<file path="config.mk">
export PLATFORM = sky130hd
export DESIGN_NAME = move_fetch_unit
export DESIGN_NICKNAME = d
export VERILOG_FILES = /design/src/rtl/move_fetch_pkg.sv /design/src/rtl/move_fetch_bus_port.sv /design/src/rtl/move_fetch_classify.sv /design/src/rtl/move_fetch_seq.sv /design/src/rtl/move_fetch_lit.sv /design/src/rtl/move_fetch_unit.sv
export SDC_FILE = /design/constraint.sdc
export NUM_CORES = 1
export LEC_CHECK = 0
export BUFFER_PORTS_ARGS = -buffer_cell sky130_fd_sc_hd__buf_2
export CORE_MARGIN = 2
export CORE_UTILIZATION = 49
export CTS_CLUSTER_DIAMETER = 200
export CTS_CLUSTER_SIZE = 25
export DETAILED_ROUTE_END_ITERATION = 6
export PLACE_DENSITY = 0.85
export SYNTH_ARGS = -nofsm -noshare
export SYNTH_HDL_FRONTEND = slang
export SYNTH_SLANG_ARGS = --single-unit
export TNS_END_PERCENT = 1
</file>
<file path="constraint.sdc">
create_clock -name clk -period 2.4 [get_ports clk]
set_input_delay 0.48 -clock clk [delete_from_list [all_inputs] [get_ports clk]]
set_output_delay 0.48 -clock clk [all_outputs]
set_load 0.05 [all_outputs]
</file>
<file path="src/rtl/move_fetch_pkg.sv">
`timescale 1ns/1ps
package move_fetch_pkg;

    localparam int WORD_W    = 32;
    localparam int UNIT_W    = 8;
    localparam int SUB_W     = 4;
    localparam int COND_W    = 4;
    localparam int SHORT_W   = WORD_W - COND_W;

    localparam logic [COND_W-1:0] COND_SHORT_LIT = 4'hF;
    localparam logic [SUB_W-1:0]  SUB_PC         = 4'd0;
    localparam logic [SUB_W-1:0]  SUB_LIT        = 4'd1;

    // Field layout of a move word; the decoder depends on cond and destination.
    typedef struct packed {
        logic [COND_W-1:0] cond;
        logic [UNIT_W-1:0] dst_unit;
        logic [SUB_W-1:0]  dst_sub;
        logic [UNIT_W-1:0] src_unit;
        logic [SUB_W-1:0]  src_sub;
        logic [3:0]        spare;
    } move_word_t;

    // What the word on the memory return path turns out to be this cycle.
    typedef enum logic [1:0] {
        RET_NONE,
        RET_INSTR,
        RET_SHORT,
        RET_LONG
    } ret_kind_e;

    function automatic logic is_short_lit(input logic [WORD_W-1:0] w);
        move_word_t m;
        m = w;
        return m.cond == COND_SHORT_LIT;
    endfunction

    function automatic logic is_long_load(input logic [WORD_W-1:0] w,
                                          input logic [UNIT_W-1:0] self);
        move_word_t m;
        m = w;
        return (m.cond != COND_SHORT_LIT) && (m.dst_unit == self) && (m.dst_sub == SUB_LIT);
    endfunction

    function automatic logic [WORD_W-1:0] short_value(input logic [WORD_W-1:0] w);
        return {{COND_W{1'b0}}, w[SHORT_W-1:0]};
    endfunction

endpackage

</file>
<file path="src/rtl/move_fetch_bus_port.sv">
`timescale 1ns/1ps
module move_fetch_bus_port
    import move_fetch_pkg::*;
#(
    parameter logic [UNIT_W-1:0] UNIT_ADDR = 8'h01
) (
    input  logic              stall,
    input  logic              wr_en,
    input  logic [UNIT_W-1:0] wr_unit,
    input  logic [SUB_W-1:0]  wr_sub,
    input  logic [WORD_W-1:0] wr_data,
    input  logic [UNIT_W-1:0] rd_unit,
    input  logic [SUB_W-1:0]  rd_sub,
    input  logic [WORD_W-1:0] pc_val,
    input  logic [WORD_W-1:0] lit_val,
    output logic              jump,
    output logic [WORD_W-1:0] jump_target,
    output logic [WORD_W-1:0] rd_data,
    output logic              rd_hit
);

    logic rd_unit_match;

    always_comb begin
        jump        = wr_en && !stall && (wr_unit == UNIT_ADDR) && (wr_sub == SUB_PC);
        jump_target = wr_data;
    end

    always_comb begin
        rd_unit_match = (rd_unit == UNIT_ADDR);
        rd_hit        = 1'b0;
        rd_data       = '0;
        if (rd_unit_match) begin
            unique case (rd_sub)
                SUB_PC: begin
                    rd_hit  = 1'b1;
                    rd_data = pc_val;
                end
                SUB_LIT: begin
                    rd_hit  = 1'b1;
                    rd_data = lit_val;
                end
                default: begin
                    rd_hit  = 1'b0;
                    rd_data = '0;
                end
            endcase
        end
    end

endmodule

</file>
<file path="src/rtl/move_fetch_classify.sv">
`timescale 1ns/1ps
module move_fetch_classify
    import move_fetch_pkg::*;
#(
    parameter logic [UNIT_W-1:0] UNIT_ADDR = 8'h01
) (
    input  logic              in_flight,
    input  logic              payload_next,
    input  logic [WORD_W-1:0] word,
    input  logic              stall,
    input  logic              jump,
    output ret_kind_e         kind,
    output logic              chain_long
);

    logic live;

    always_comb begin
        live = in_flight && !stall && !jump;
        if (!live)
            kind = RET_NONE;
        else if (payload_next)
            kind = RET_LONG;
        else if (is_short_lit(word))
            kind = RET_SHORT;
        else
            kind = RET_INSTR;
        chain_long = (kind == RET_INSTR) && is_long_load(word, UNIT_ADDR);
    end

endmodule

</file>
<file path="src/rtl/move_fetch_seq.sv">
`timescale 1ns/1ps
module move_fetch_seq
    import move_fetch_pkg::*;
#(
    parameter int IMEM_AW = 10
) (
    input  logic               clk,
    input  logic               rst,
    input  logic               stall,
    input  logic               jump,
    input  logic [WORD_W-1:0]  jump_target,
    input  logic               chain_long,
    output logic               imem_en,
    output logic [IMEM_AW-1:0] imem_addr,
    output logic [WORD_W-1:0]  pc_q,
    output logic               in_flight_q,
    output logic               payload_next_q
);

    logic issue;

    always_comb begin
        issue     = !rst && !stall && !jump;
        imem_en   = issue;
        imem_addr = pc_q[IMEM_AW-1:0];
    end

    always_ff @(posedge clk) begin
        if (rst) begin
            pc_q           <= '0;
            in_flight_q    <= 1'b0;
            payload_next_q <= 1'b0;
        end else if (stall) begin
            pc_q           <= pc_q;
            in_flight_q    <= in_flight_q;
            payload_next_q <= payload_next_q;
        end else if (jump) begin
            pc_q           <= jump_target;
            in_flight_q    <= 1'b0;
            payload_next_q <= 1'b0;
        end else begin
            pc_q           <= pc_q + WORD_W'(1);
            in_flight_q    <= 1'b1;
            payload_next_q <= chain_long;
        end
    end

endmodule

</file>
<file path="src/rtl/move_fetch_lit.sv">
`timescale 1ns/1ps
module move_fetch_lit
    import move_fetch_pkg::*;
(
    input  logic              clk,
    input  logic              rst,
    input  ret_kind_e         kind,
    input  logic [WORD_W-1:0] word,
    output logic [WORD_W-1:0] lit_q
);

    always_ff @(posedge clk) begin
        if (rst) begin
            lit_q <= '0;
        end else begin
            unique case (kind)
                RET_LONG:  lit_q <= word;
                RET_SHORT: lit_q <= short_value(word);
                default:   lit_q <= lit_q;
            endcase
        end
    end

endmodule

</file>
<file path="src/rtl/move_fetch_unit.sv">
`timescale 1ns/1ps
module move_fetch_unit
    import move_fetch_pkg::*;
#(
    parameter logic [7:0] UNIT_ADDR = 8'h01,
    parameter int         IMEM_AW   = 10
) (
    input  logic               clk,
    input  logic               rst,
    input  logic               stall,
    output logic               imem_en,
    output logic [IMEM_AW-1:0] imem_addr,
    input  logic [31:0]        imem_data,
    output logic               instr_valid,
    output logic [31:0]        instr_word,
    input  logic               wr_en,
    input  logic [7:0]         wr_unit,
    input  logic [3:0]         wr_sub,
    input  logic [31:0]        wr_data,
    input  logic [7:0]         rd_unit,
    input  logic [3:0]         rd_sub,
    output logic [31:0]        rd_data,
    output logic               rd_hit
);

    logic [WORD_W-1:0] pc_q;
    logic [WORD_W-1:0] lit_q;
    logic              in_flight_q;
    logic              payload_next_q;
    logic              jump;
    logic [WORD_W-1:0] jump_target;
    logic              chain_long;
    ret_kind_e         kind;

    move_fetch_bus_port #(.UNIT_ADDR(UNIT_ADDR)) u_port (
        .stall       (stall),
        .wr_en       (wr_en),
        .wr_unit     (wr_unit),
        .wr_sub      (wr_sub),
        .wr_data     (wr_data),
        .rd_unit     (rd_unit),
        .rd_sub      (rd_sub),
        .pc_val      (pc_q),
        .lit_val     (lit_q),
        .jump        (jump),
        .jump_target (jump_target),
        .rd_data     (rd_data),
        .rd_hit      (rd_hit)
    );

    move_fetch_classify #(.UNIT_ADDR(UNIT_ADDR)) u_classify (
        .in_flight    (in_flight_q),
        .payload_next (payload_next_q),
        .word         (imem_data),
        .stall        (stall),
        .jump         (jump),
        .kind         (kind),
        .chain_long   (chain_long)
    );

    move_fetch_seq #(.IMEM_AW(IMEM_AW)) u_seq (
        .clk            (clk),
        .rst            (rst),
        .stall          (stall),
        .jump           (jump),
        .jump_target    (jump_target),
        .chain_long     (chain_long),
        .imem_en        (imem_en),
        .imem_addr      (imem_addr),
        .pc_q           (pc_q),
        .in_flight_q    (in_flight_q),
        .payload_next_q (payload_next_q)
    );

    move_fetch_lit u_lit (
        .clk   (clk),
        .rst   (rst),
        .kind  (kind),
        .word  (imem_data),
        .lit_q (lit_q)
    );

    always_comb begin
        instr_valid = (kind == RET_INSTR);
        instr_word  = imem_data;
    end

endmodule

</file>
==> results.sh, run 1 <==
export IMPL_post_cts_buffers=0
export IMPL_start_util_pct=51.0
export IMPL_holdWs_ps=380
export IMPL_via_count=4375
export IMPL_ir_worst_vdd_mv=0.283
export IMPL_layout_cells_non_filler=766
export IMPL_die_area_um2=9400
export IMPL_rsz0062_at_grt="no"
export IMPL_worstMarginPinSlew_ps=605
export IMPL_slew_violations=0
export IMPL_dpl_cell_count=750
export IMPL_min_period_ps=2180
export IMPL_drt_wl_total_mm=11.9
export IMPL_cp_slowest_cell="nor4b_1"
export IMPL_clkTransAtPathRegs_ps=70
export IMPL_cap_violations=0
export IMPL_hpwl_mm=8.73
export IMPL_synth_edf_count=0
export IMPL_drt_vias_per_instance=5.71
export IMPL_final_nets=749
export IMPL_finalCritPeriodShare_pct=90.7
export IMPL_ys_warn_count=0
export IMPL_r2r_start="u_seq.pc_q[9]"
export IMPL_ys_seq_area_share_pct=31.2
export IMPL_async_flop_share_pct=0
export IMPL_path_common_cell="buf_2"
export IMPL_overflow=0
export IMPL_critPathRequiredTime_ps=1920
export IMPL_ys_types=64
export IMPL_cp_max_fo=33
export IMPL_end_kind="primary output"
export IMPL_max_freq_mhz=459
export IMPL_outcome="completed"
export IMPL_reg2reg_to="u_seq.pc_q[27]"
export IMPL_cp_arrival_ps=1700
export IMPL_syn_mean_instance_area_um2=7.77
export IMPL_dpl_worst_slack_ps=195
export IMPL_track_usage_pct=24.5
export IMPL_antenna_found_initial=0
export IMPL_synth_area_um2=4230
export IMPL_coreArea_um2=8300
export IMPL_finalPower_mw=2.53
export IMPL_start_kind="input pin"
export IMPL_setup_tns_final_ps=0
export IMPL_relSlewSlack_pct=59.7
export IMPL_fin_ws_ps=223
export IMPL_setup_viol=0
export IMPL_worstSetupPathType="in2out"
export IMPL_rows=33
export IMPL_clock_sinks=66
export IMPL_drtIter0Drc=307
export IMPL_hold_buffers=0
export IMPL_skew_ps=6.05
export IMPL_clock_latency_ps=350
export IMPL_p_per_area_nw_per_um2=500
export IMPL_die_w_um=97.0
export IMPL_cts_max_level=3
export IMPL_final_layout_size_suffix_gt1_share_pct=32.8
export IMPL_ios=169
export IMPL_root_buffer="clkbuf_8"
export IMPL_finalHoldViolCount=0
export IMPL_diodes=0
export IMPL_synth_flop_cell="dfxtp_1"
export IMPL_cpPeakStageDelay_ps=280
export IMPL_place_congestion=0.902
export IMPL_worst_hold_path_endpoint="u_lit.lit_q[28]"
export IMPL_syn_nets=638
export IMPL_hold_path_depth=2
export IMPL_chipHeight_um=97.0
export IMPL_cts_tree="yes"
export IMPL_rrSetupSlack_ps=310
export IMPL_cts_made_buffers=9
export IMPL_crit_chain="buf_2 > nor4b_1 > nand3_1 > buf_4 > nor2_1 > buf_2"
export IMPL_synth_seq_cells=66
export IMPL_grt_pass1_wl_mm=19.2
export IMPL_cts_resized=0
export IMPL_ant_nets=0
export IMPL_power_leakage_nw=2.15
export IMPL_grt_max_degree=57
export IMPL_netlist_instances=545
export IMPL_rr_worst_depth=5
export IMPL_holdCritStartpoint="imem_data[28]"
export IMPL_first_global_vias=4071
export IMPL_dr_pass1_iters=5
export IMPL_io_buffers=168
export IMPL_syn2layout_area_growth_pct=19.6
export IMPL_clk_path_buf_depth=2
export IMPL_post_drt_wl_per_cell_um=15.6
export IMPL_drc=0
export IMPL_holdCritPathClass="in2reg"
worst max path at each step:
stage               startpoint        endpoint  slack [ps]  depth (start not counted)
global placement    wr_unit[6]     instr_valid         280                          6
CTS                 wr_unit[6]     instr_valid         220                          6
global route        rd_unit[3]      rd_data[6]         130                          6
finish              rd_unit[3]      rd_data[6]         220                          6
detailed placement  wr_unit[6]  u_seq.pc_q[28]         190                          7
floorplan            rd_sub[0]     rd_data[11]         -20                          4
per-stage QoR:
step / utilization (%) / instance area (um2)
3_3_place_gp: 58.2 / 4830
4_1_cts: 61.0 / 5060
2_1_floorplan: - / 4240
3_5_place_dp: 58.2 / 4830
5_1_grt: 61.0 / 5060
6_report: 61.0 / 5060
per-layer routing:
metal | up-vias | part of all wire [%] | track usage (%)
li1 | 2126 | - | -
met5 | - | 0 | 0
met4 | 0 | 2.9 | 11.8
met1 | 2058 | 41 | 30.3
met2 | 162 | 51 | 41.5
met3 | 29 | 5.8 | 3.68
placed cells by master, fill, tap and decap left out, types with 3 or more instances in the layout:
master / count
a21o_1: 5
nor2_1: 52
nand2_1: 81
or3_1: 8
a22o_1: 4
buf_2: 168
nor3_1: 9
nor2b_1: 4
nor3b_1: 10
a211oi_1: 3
mux2i_1: 34
nor4_1: 8
nand4_1: 7
dfxtp_1: 66
buf_4: 13
a21oi_1: 54
clkbuf_8: 11
o32ai_1: 3
o211ai_1: 4
o21ai_0: 12
and2_1: 3
and3_1: 5
nand3_1: 9
inv_1: 7
or4_1: 8
a31oi_1: 14
critical path, delay by kind of cell:
kind / cells / cell delay [ps]
buffers and inverters: 3 / 640
AND/OR/NAND/NOR: 3 / 570
synth_stat cells (4+ instances only):
library cell	n	area, um2
o21ai_0	12	60.1
nor2b_1	4	25.0
a21o_1	5	37.5
inv_1	7	26.3
o211ai_1	4	30.0
mux2i_1	34	340
buf_4	47	353
nor3_1	9	45.0
or3_1	8	50.1
buf_1	5	18.8
and3_1	5	31.3
dfxtp_1	66	1320
clkbuf_1	20	75.1
nand2_1	81	304
a22o_1	4	35.0
nor2_1	53	199
a31oi_1	14	87.6
buf_2	9	45.0
nor3b_1	10	75.1
nor4_1	8	50.1
nand4_1	7	43.8
or4_1	8	60.1
nand3_1	9	45.0
a21oi_1	54	270
where the power goes:
group | switching [mW] | total [mW] | internal (mW)
clock network | 0.435 | 1.08 | 0.642
logic | 0.229 | 0.344 | 0.115
registers | 0.00772 | 1.11 | 1.10
cell families (layout without fill, tap and decap cells):
group | after synthesis | count (layout) | synth area share [%]
buf+inv | 90 | 206 | 12.8
fa+ha+maj | 1 | 1 | 0.295
mux | 36 | 36 | 8.57
simple gates | 233 | 233 | 29.6
compound gates | 119 | 119 | 17.6
flops | 66 | 66 | 31.2
sequential cells by signal, indices dropped and copies added, names as in the netlist:
name / count
u_seq.payload_next_q: 1
u_seq.pc_q: 32
u_seq.in_flight_q: 1
u_lit.lit_q: 32
cell type report:
type                    instances  area (um2)
clock buffers                  12         155
clock inverters                 4        73.8
fillers                       725        3240
inverters                       7        26.3
multi-input cells             389        2380
flip-flops and latches         66        1320
well taps                     105         131
repair buffers                183         978
Power figures use the tool's default switching activity.
==> inputs of run 2 (changes only) <==
Settings changed: CORE_UTILIZATION 49 to 46, PLACE_DENSITY 0.85 to 0.82, SYNTH_HIERARCHICAL set to 1.
Clock period 2.4 ns to 1.77 ns, I/O delays scaled along.
==> run 2 against run 1 <==
Effect of this change:
- utilization increased by 5.4 points
- combinational power rose by 84%
- critical path depth shrank 1
- cell count rose by 13%
- the flow now finishes with violations (negative setup slack)
- power grew 48%
- largest cell class unchanged
- die area increased by 20%
- final area is 34% higher
==> results.sh, run 2 <==
export IMPL_coreArea_um2=10200
export IMPL_nFillCells=805
export IMPL_highest_layer="met4"
export IMPL_failed_checks="negative setup slack"
export IMPL_cts_tree="yes"
export IMPL_layout_commonest_cell="buf_2"
export IMPL_clkTransAtPathRegs_ps=80
export IMPL_die_w_um=106
export IMPL_finalHoldViolCount=0
export IMPL_power_leakage_nw=3.06
export IMPL_hold_buffers=0
export IMPL_skew_ps=11.7
export IMPL_grt_pass1_wl_mm=23.8
export IMPL_hpwl_mm=11.6
export IMPL_max_freq_mhz=479
export IMPL_netlist_instances=582
export IMPL_wl_met1_mm=6.50
export IMPL_p_per_area_nw_per_um2=551
export IMPL_wl_met3_um=860
export IMPL_drtIter0Drc=466
export IMPL_syn_mean_instance_area_um2=8.23
export IMPL_outcome="finished with violations"
export IMPL_synth_edf_count=0
export IMPL_cap_violations=0
export IMPL_final_layout_size_suffix_gt1_share_pct=46.4
export IMPL_syn2layout_area_growth_pct=41.9
export IMPL_cts_made_buffers=9
export IMPL_route_met2_wl_mm=7.82
export IMPL_synth_flop_cell="dfxtp_1"
export IMPL_yosysTopAreaCellShare_pct=27.6
export IMPL_setup_viol=35
export IMPL_rsz0062_at_grt="yes"
export IMPL_drt_wl_total_mm=15.4
export IMPL_reg_top3="u_lit/lit_q x32, u_seq/pc_q x32"
export IMPL_yosys_top_cells_count="nor2_1 (76), buf_4 (74), mux2i_1 (70)"
export IMPL_critPathRequiredTime_ps=1420
export IMPL_drc=0
export IMPL_cp_max_fo=12
export IMPL_relSlewSlack_pct=70.6
export IMPL_worstSetupPathType="in2out"
export IMPL_finalCritPeriodShare_pct=118
export IMPL_first_global_vias=4715
export IMPL_clock_sinks=66
export IMPL_layout_common_cells="buf_2 (129), nor2_1 (74), mux2i_1 (70)"
export IMPL_async_flop_share_pct=0
export IMPL_ys_warn_count=6
export IMPL_cp_arrival_ps=1730
export IMPL_clk_path_buf_depth=2
export IMPL_dr_pass1_iters=6
export IMPL_ys_types=53
export IMPL_diodes=0
export IMPL_ant_nets=0
export IMPL_overflow=0
export IMPL_die_area_um2=11200
export IMPL_ir_worst_vdd_mv=0.398
export IMPL_ys_seq_area_share_pct=27.6
export IMPL_grt_max_degree=40
export IMPL_cts_max_level=3
export IMPL_slew_violations=0
export IMPL_start_util_pct=46.8
export IMPL_antenna_found_initial=0
export IMPL_ios=169
export IMPL_drt_vias_per_instance=5.63
export IMPL_setup_tns_final_ps=-9570
export IMPL_yosys_top_cells_area="dfxtp_1 (28%), mux2i_1 (15%), buf_4 (12%)"
export IMPL_start_kind="input pin"
export IMPL_worstMarginPinSlew_ps=428
export IMPL_finalPower_mw=3.75
export IMPL_syn_nets=675
export IMPL_final_nets=817
export IMPL_fin_ws_ps=-316
export IMPL_synth_area_um2=4790
export IMPL_end_kind="primary output"
export IMPL_min_period_ps=2090
export IMPL_track_usage_pct=26.6
export IMPL_yosysMostFrequentCell="nor2_1"
export IMPL_yosys_area_top_type="dfxtp_1"
export IMPL_io_buffers=168
export IMPL_rows=37
export IMPL_chipHeight_um=106
export IMPL_synth_seq_cells=66
export IMPL_root_buffer="clkbuf_8"
export IMPL_clock_latency_ps=350
export IMPL_place_congestion=0.905
export IMPL_via_count=4873
export IMPL_post_drt_wl_per_cell_um=17.8
export IMPL_holdCritPathClass="in2reg"
run 2: worst max-delay path, stage by stage:
cell	delay, ps
buf_6	90
or4_4	590
buf_12	200
nor4_4	290
buf_6	200
run 2: layout make-up:
type / instances / area (um2) / area share [%]
multi-input cells: 387 / 3140 / 46.2
repair buffers: 248 / 1860 / 27.3
flip-flops and latches: 66 / 1330 / 19.6
well taps: 136 / 170 / 2.50
clock buffers: 10 / 138 / 2.03
clock inverters: 6 / 114 / 1.68
inverters: 12 / 45.0 / 0.663
run 2: timing repair:
| action | CTS | global route |
|---|---|---|
| buffers inserted | 0 | 5 |
| resized for setup | 75 | 18 |
| pin swaps | 9 | 4 |
| setup endpoints to repair | 38 | 53 |
run 2: path summary, 6_finish.rpt:
check	startpoint	to	slack [ps]	cells after the start
worst min register to register	u_lit/lit_q[29]	u_lit/lit_q[29]	470	2
worst min-delay path	imem_data[1]	u_lit/lit_q[1]	250	3
worst max-delay path	rd_unit[7]	rd_data[23]	-320	5
worst max register to register	u_seq/pc_q[13]	u_seq/pc_q[20]	60	5
run 2: cells by family after synthesis:
| group | Yosys count | synth area share (%) |
|---|---|---|
| multiplexers | 70 | 14.6 |
| AO/OA/AOI/OAI | 97 | 12.6 |
| AND/OR/NAND/NOR | 218 | 26.3 |
| buffers and inverters | 129 | 18.4 |
| adder cells (fa/ha/maj) | 1 | 0.261 |
| XOR/XNOR | 1 | 0.183 |
| flip-flops | 66 | 27.6 |
run 2: layer usage:
metal / vias to the layer above / global-route usage [%]
met3: 23 / 4.41
met4: 0 / 6.39
met5: - / 0
met2: 189 / 47.2
met1: 2352 / 33.4
li1: 2309 / -
run 2: report_power, final:
part           switching (mW)  internal [mW]
logic                   0.408          0.226
registers             0.00803           1.49
clock network           0.635          0.976
run 2: stage by stage:
| step | hold WS, ps | utilization [%] | cell area, um2 | std cells | setup slack [ps] |
|---|---|---|---|---|---|
| after floorplan | 423 | - | 5330 | 582 | -427 |
| after global placement | 454 | 60.5 | 6180 | 844 | -365 |
| after detailed placement | 457 | 60.5 | 6180 | 844 | -405 |
| after CTS | 247 | 65.3 | 6680 | 860 | -318 |
| after global routing | 261 | 66.4 | 6800 | 865 | -339 |
| final | 252 | 66.4 | 6800 | 865 | -316 |
==> inputs of run 3 (changes only) <==
Clock period 1.77 ns to 1.8 ns, I/O delays scaled along.
==> run 3 against run 2 <==
Effect of this change:
- the flow still finishes with violations (negative setup slack)
- global-route usage rose by 0.35 points
- clock-buffer cell count is 4 higher
- hold slack improved by 38 ps
- clock skew down 5.2 ps
- via count fell by 1.3%
- final area down 1.7%
- cell count shrank 0.92%
- sequential cell count stayed put
- clock power down 29%
- non-clock buffer count fell by 8
- first-iteration DRC count decreased by 8.2%
- sequential share of layout area rose by 0.30 points
==> results.sh, run 3 (same netlist as run 2, synthesis figures left out) <==
export IMPL_ir_worst_vdd_mv=0.313
export IMPL_via_count=4809
export IMPL_hpwl_mm=11.3
export IMPL_multi_input_area_um2=3140
export IMPL_holdWs_ps=290
export IMPL_ant_nets=0
export IMPL_rows=37
export IMPL_cts_tree="yes"
export IMPL_swShare_pct=29.2
export IMPL_p_int_mw=2.30
export IMPL_layout_common_cells="buf_2 (127), nor2_1 (74), mux2i_1 (70)"
export IMPL_power_frac_seq_pct=45.5
export IMPL_root_buffer="clkbuf_8"
export IMPL_first_global_vias=4665
export IMPL_drtIter0Drc=428
export IMPL_cts_made_buffers=9
export IMPL_setup_tns_final_ps=-9000
export IMPL_drt_wl_total_mm=15.2
export IMPL_crit_chain="buf_6 > or4_4 > buf_4 > nor4_4 > buf_6"
export IMPL_p_per_area_nw_per_um2=487
export IMPL_dpl_worst_slack_ps=-401
export IMPL_post_drt_wl_per_cell_um=17.8
export IMPL_path_common_cell="buf_6"
export IMPL_finalHoldViolCount=0
export IMPL_die_w_um=106
export IMPL_cp_max_fo=4
export IMPL_ios=169
export IMPL_layout_cells_non_filler=857
export IMPL_final_nets=809
export IMPL_dr_pass1_iters=5
export IMPL_grt_pass1_wl_mm=24.2
export IMPL_min_period_ps=2130
export IMPL_clkTransAtPathRegs_ps=70
export IMPL_cpPeakStageDelay_ps=590
export IMPL_slew_violations=0
export IMPL_coreArea_um2=10200
export IMPL_clock_latency_ps=330
export IMPL_nFillCells=825
export IMPL_worstMarginPinSlew_ps=409
export IMPL_p_comb_share_pct=19.1
export IMPL_cp_arrival_ps=1770
export IMPL_max_freq_mhz=469
export IMPL_critPathRequiredTime_ps=1440
export IMPL_die_area_um2=11200
export IMPL_cp_slowest_cell="or4_4"
export IMPL_start_kind="input pin"
export IMPL_clockPowerShare_pct=35.4
export IMPL_power_leakage_nw=3.03
export IMPL_finalCritPeriodShare_pct=118
export IMPL_final_layout_size_suffix_gt1_share_pct=44.9
export IMPL_end_kind="primary output"
export IMPL_postPlaceCellArea_um2=6120
export IMPL_setup_viol=35
export IMPL_post_route_util_pct=65.3
export IMPL_cts_max_level=3
export IMPL_layout_commonest_cell="buf_2"
export IMPL_start_util_pct=46.8
export IMPL_fin_ws_ps=-332
export IMPL_worstSetupPathType="in2out"
export IMPL_fin_area_um2=6680
export IMPL_track_usage_pct=26.9
export IMPL_overflow=0
export IMPL_holdCritPathClass="in2reg"
export IMPL_diodes=0
export IMPL_chipHeight_um=106
export IMPL_drc=0
export IMPL_cap_violations=0
export IMPL_clock_sinks=66
export IMPL_regArea_um2=1330
export IMPL_antenna_found_initial=0
export IMPL_syn2layout_area_growth_pct=39.5
export IMPL_relSlewSlack_pct=71.9
export IMPL_reg_top3="u_lit/lit_q x32, u_seq/pc_q x32"
export IMPL_grt_max_degree=40
export IMPL_drt_vias_per_instance=5.61
export IMPL_finalPower_mw=3.25
export IMPL_dpl_cell_count=837
export IMPL_switching_power_mw=0.951
export IMPL_skew_ps=6.50
export IMPL_place_congestion=0.904
export IMPL_hold_buffers=0
export IMPL_io_buffers=168
export IMPL_clk_path_buf_depth=2
export IMPL_rsz0062_at_grt="yes"
export IMPL_outcome="finished with violations"
export IMPL_failed_checks="negative setup slack"
==> run 3: cell types whose count changed in the layout (fill, tap and decap cells not counted), sizes merged <==
cell / previous run / this run
clkbuf: 10 / 14
bufinv: 3 / 0
buf: 248 / 240
clkinv: 1 / 2
clkinvlp: 2 / 0
==> run 3: final timing paths <==
kind	start	to	slack [ps]	depth (start not counted)
setup / recovery	rd_unit[7]	rd_data[19]	-330	5
hold reg to reg	u_lit/lit_q[29]	u_lit/lit_q[29]	480	2
setup reg to reg	u_seq/pc_q[3]	u_seq/pc_q[11]	30	5
hold / removal	imem_data[4]	u_lit/lit_q[4]	290	3
==> run 3: area by class of cell <==
type | count | area share (%)
clock inverter | 2 | 0.150
multi-input combinational | 387 | 47.0
inverter | 12 | 0.674
timing repair buffer | 240 | 27.1
clock buffer | 14 | 2.58
tap | 136 | 2.55
sequential | 66 | 19.9
==> run 3: routing by layer <==
metal  track usage (%)  wire (um)
met2              46.7       7650
met1              35.3       6400
met5                 0          0
met3              3.31        884
met4              7.14        279
==> run 3: power groups by stage <==
stage	Combinational [mW]	Clock [mW]	Sequential, mW
final	0.621	1.15	1.48
after global routing	0.651	1.24	1.48
after floorplan	0.449	0	1.52
after global placement	0.579	0	1.51
after detailed placement	0.590	0	1.51
after CTS	0.614	1.17	1.48
==> run 3: worst max-delay path: cells and delay by family <==
kind / cells / cell delay (ps)
buffers and inverters: 3 / 500
and+or+nand+nor: 2 / 900
==> run 3: what timing repair did <==
action,4_1_cts,5_1_grt
endpoints found under the setup margin,37,51
pin swaps,13,1
buffers inserted,4,0
cloned,0,0
resized for setup,79,12
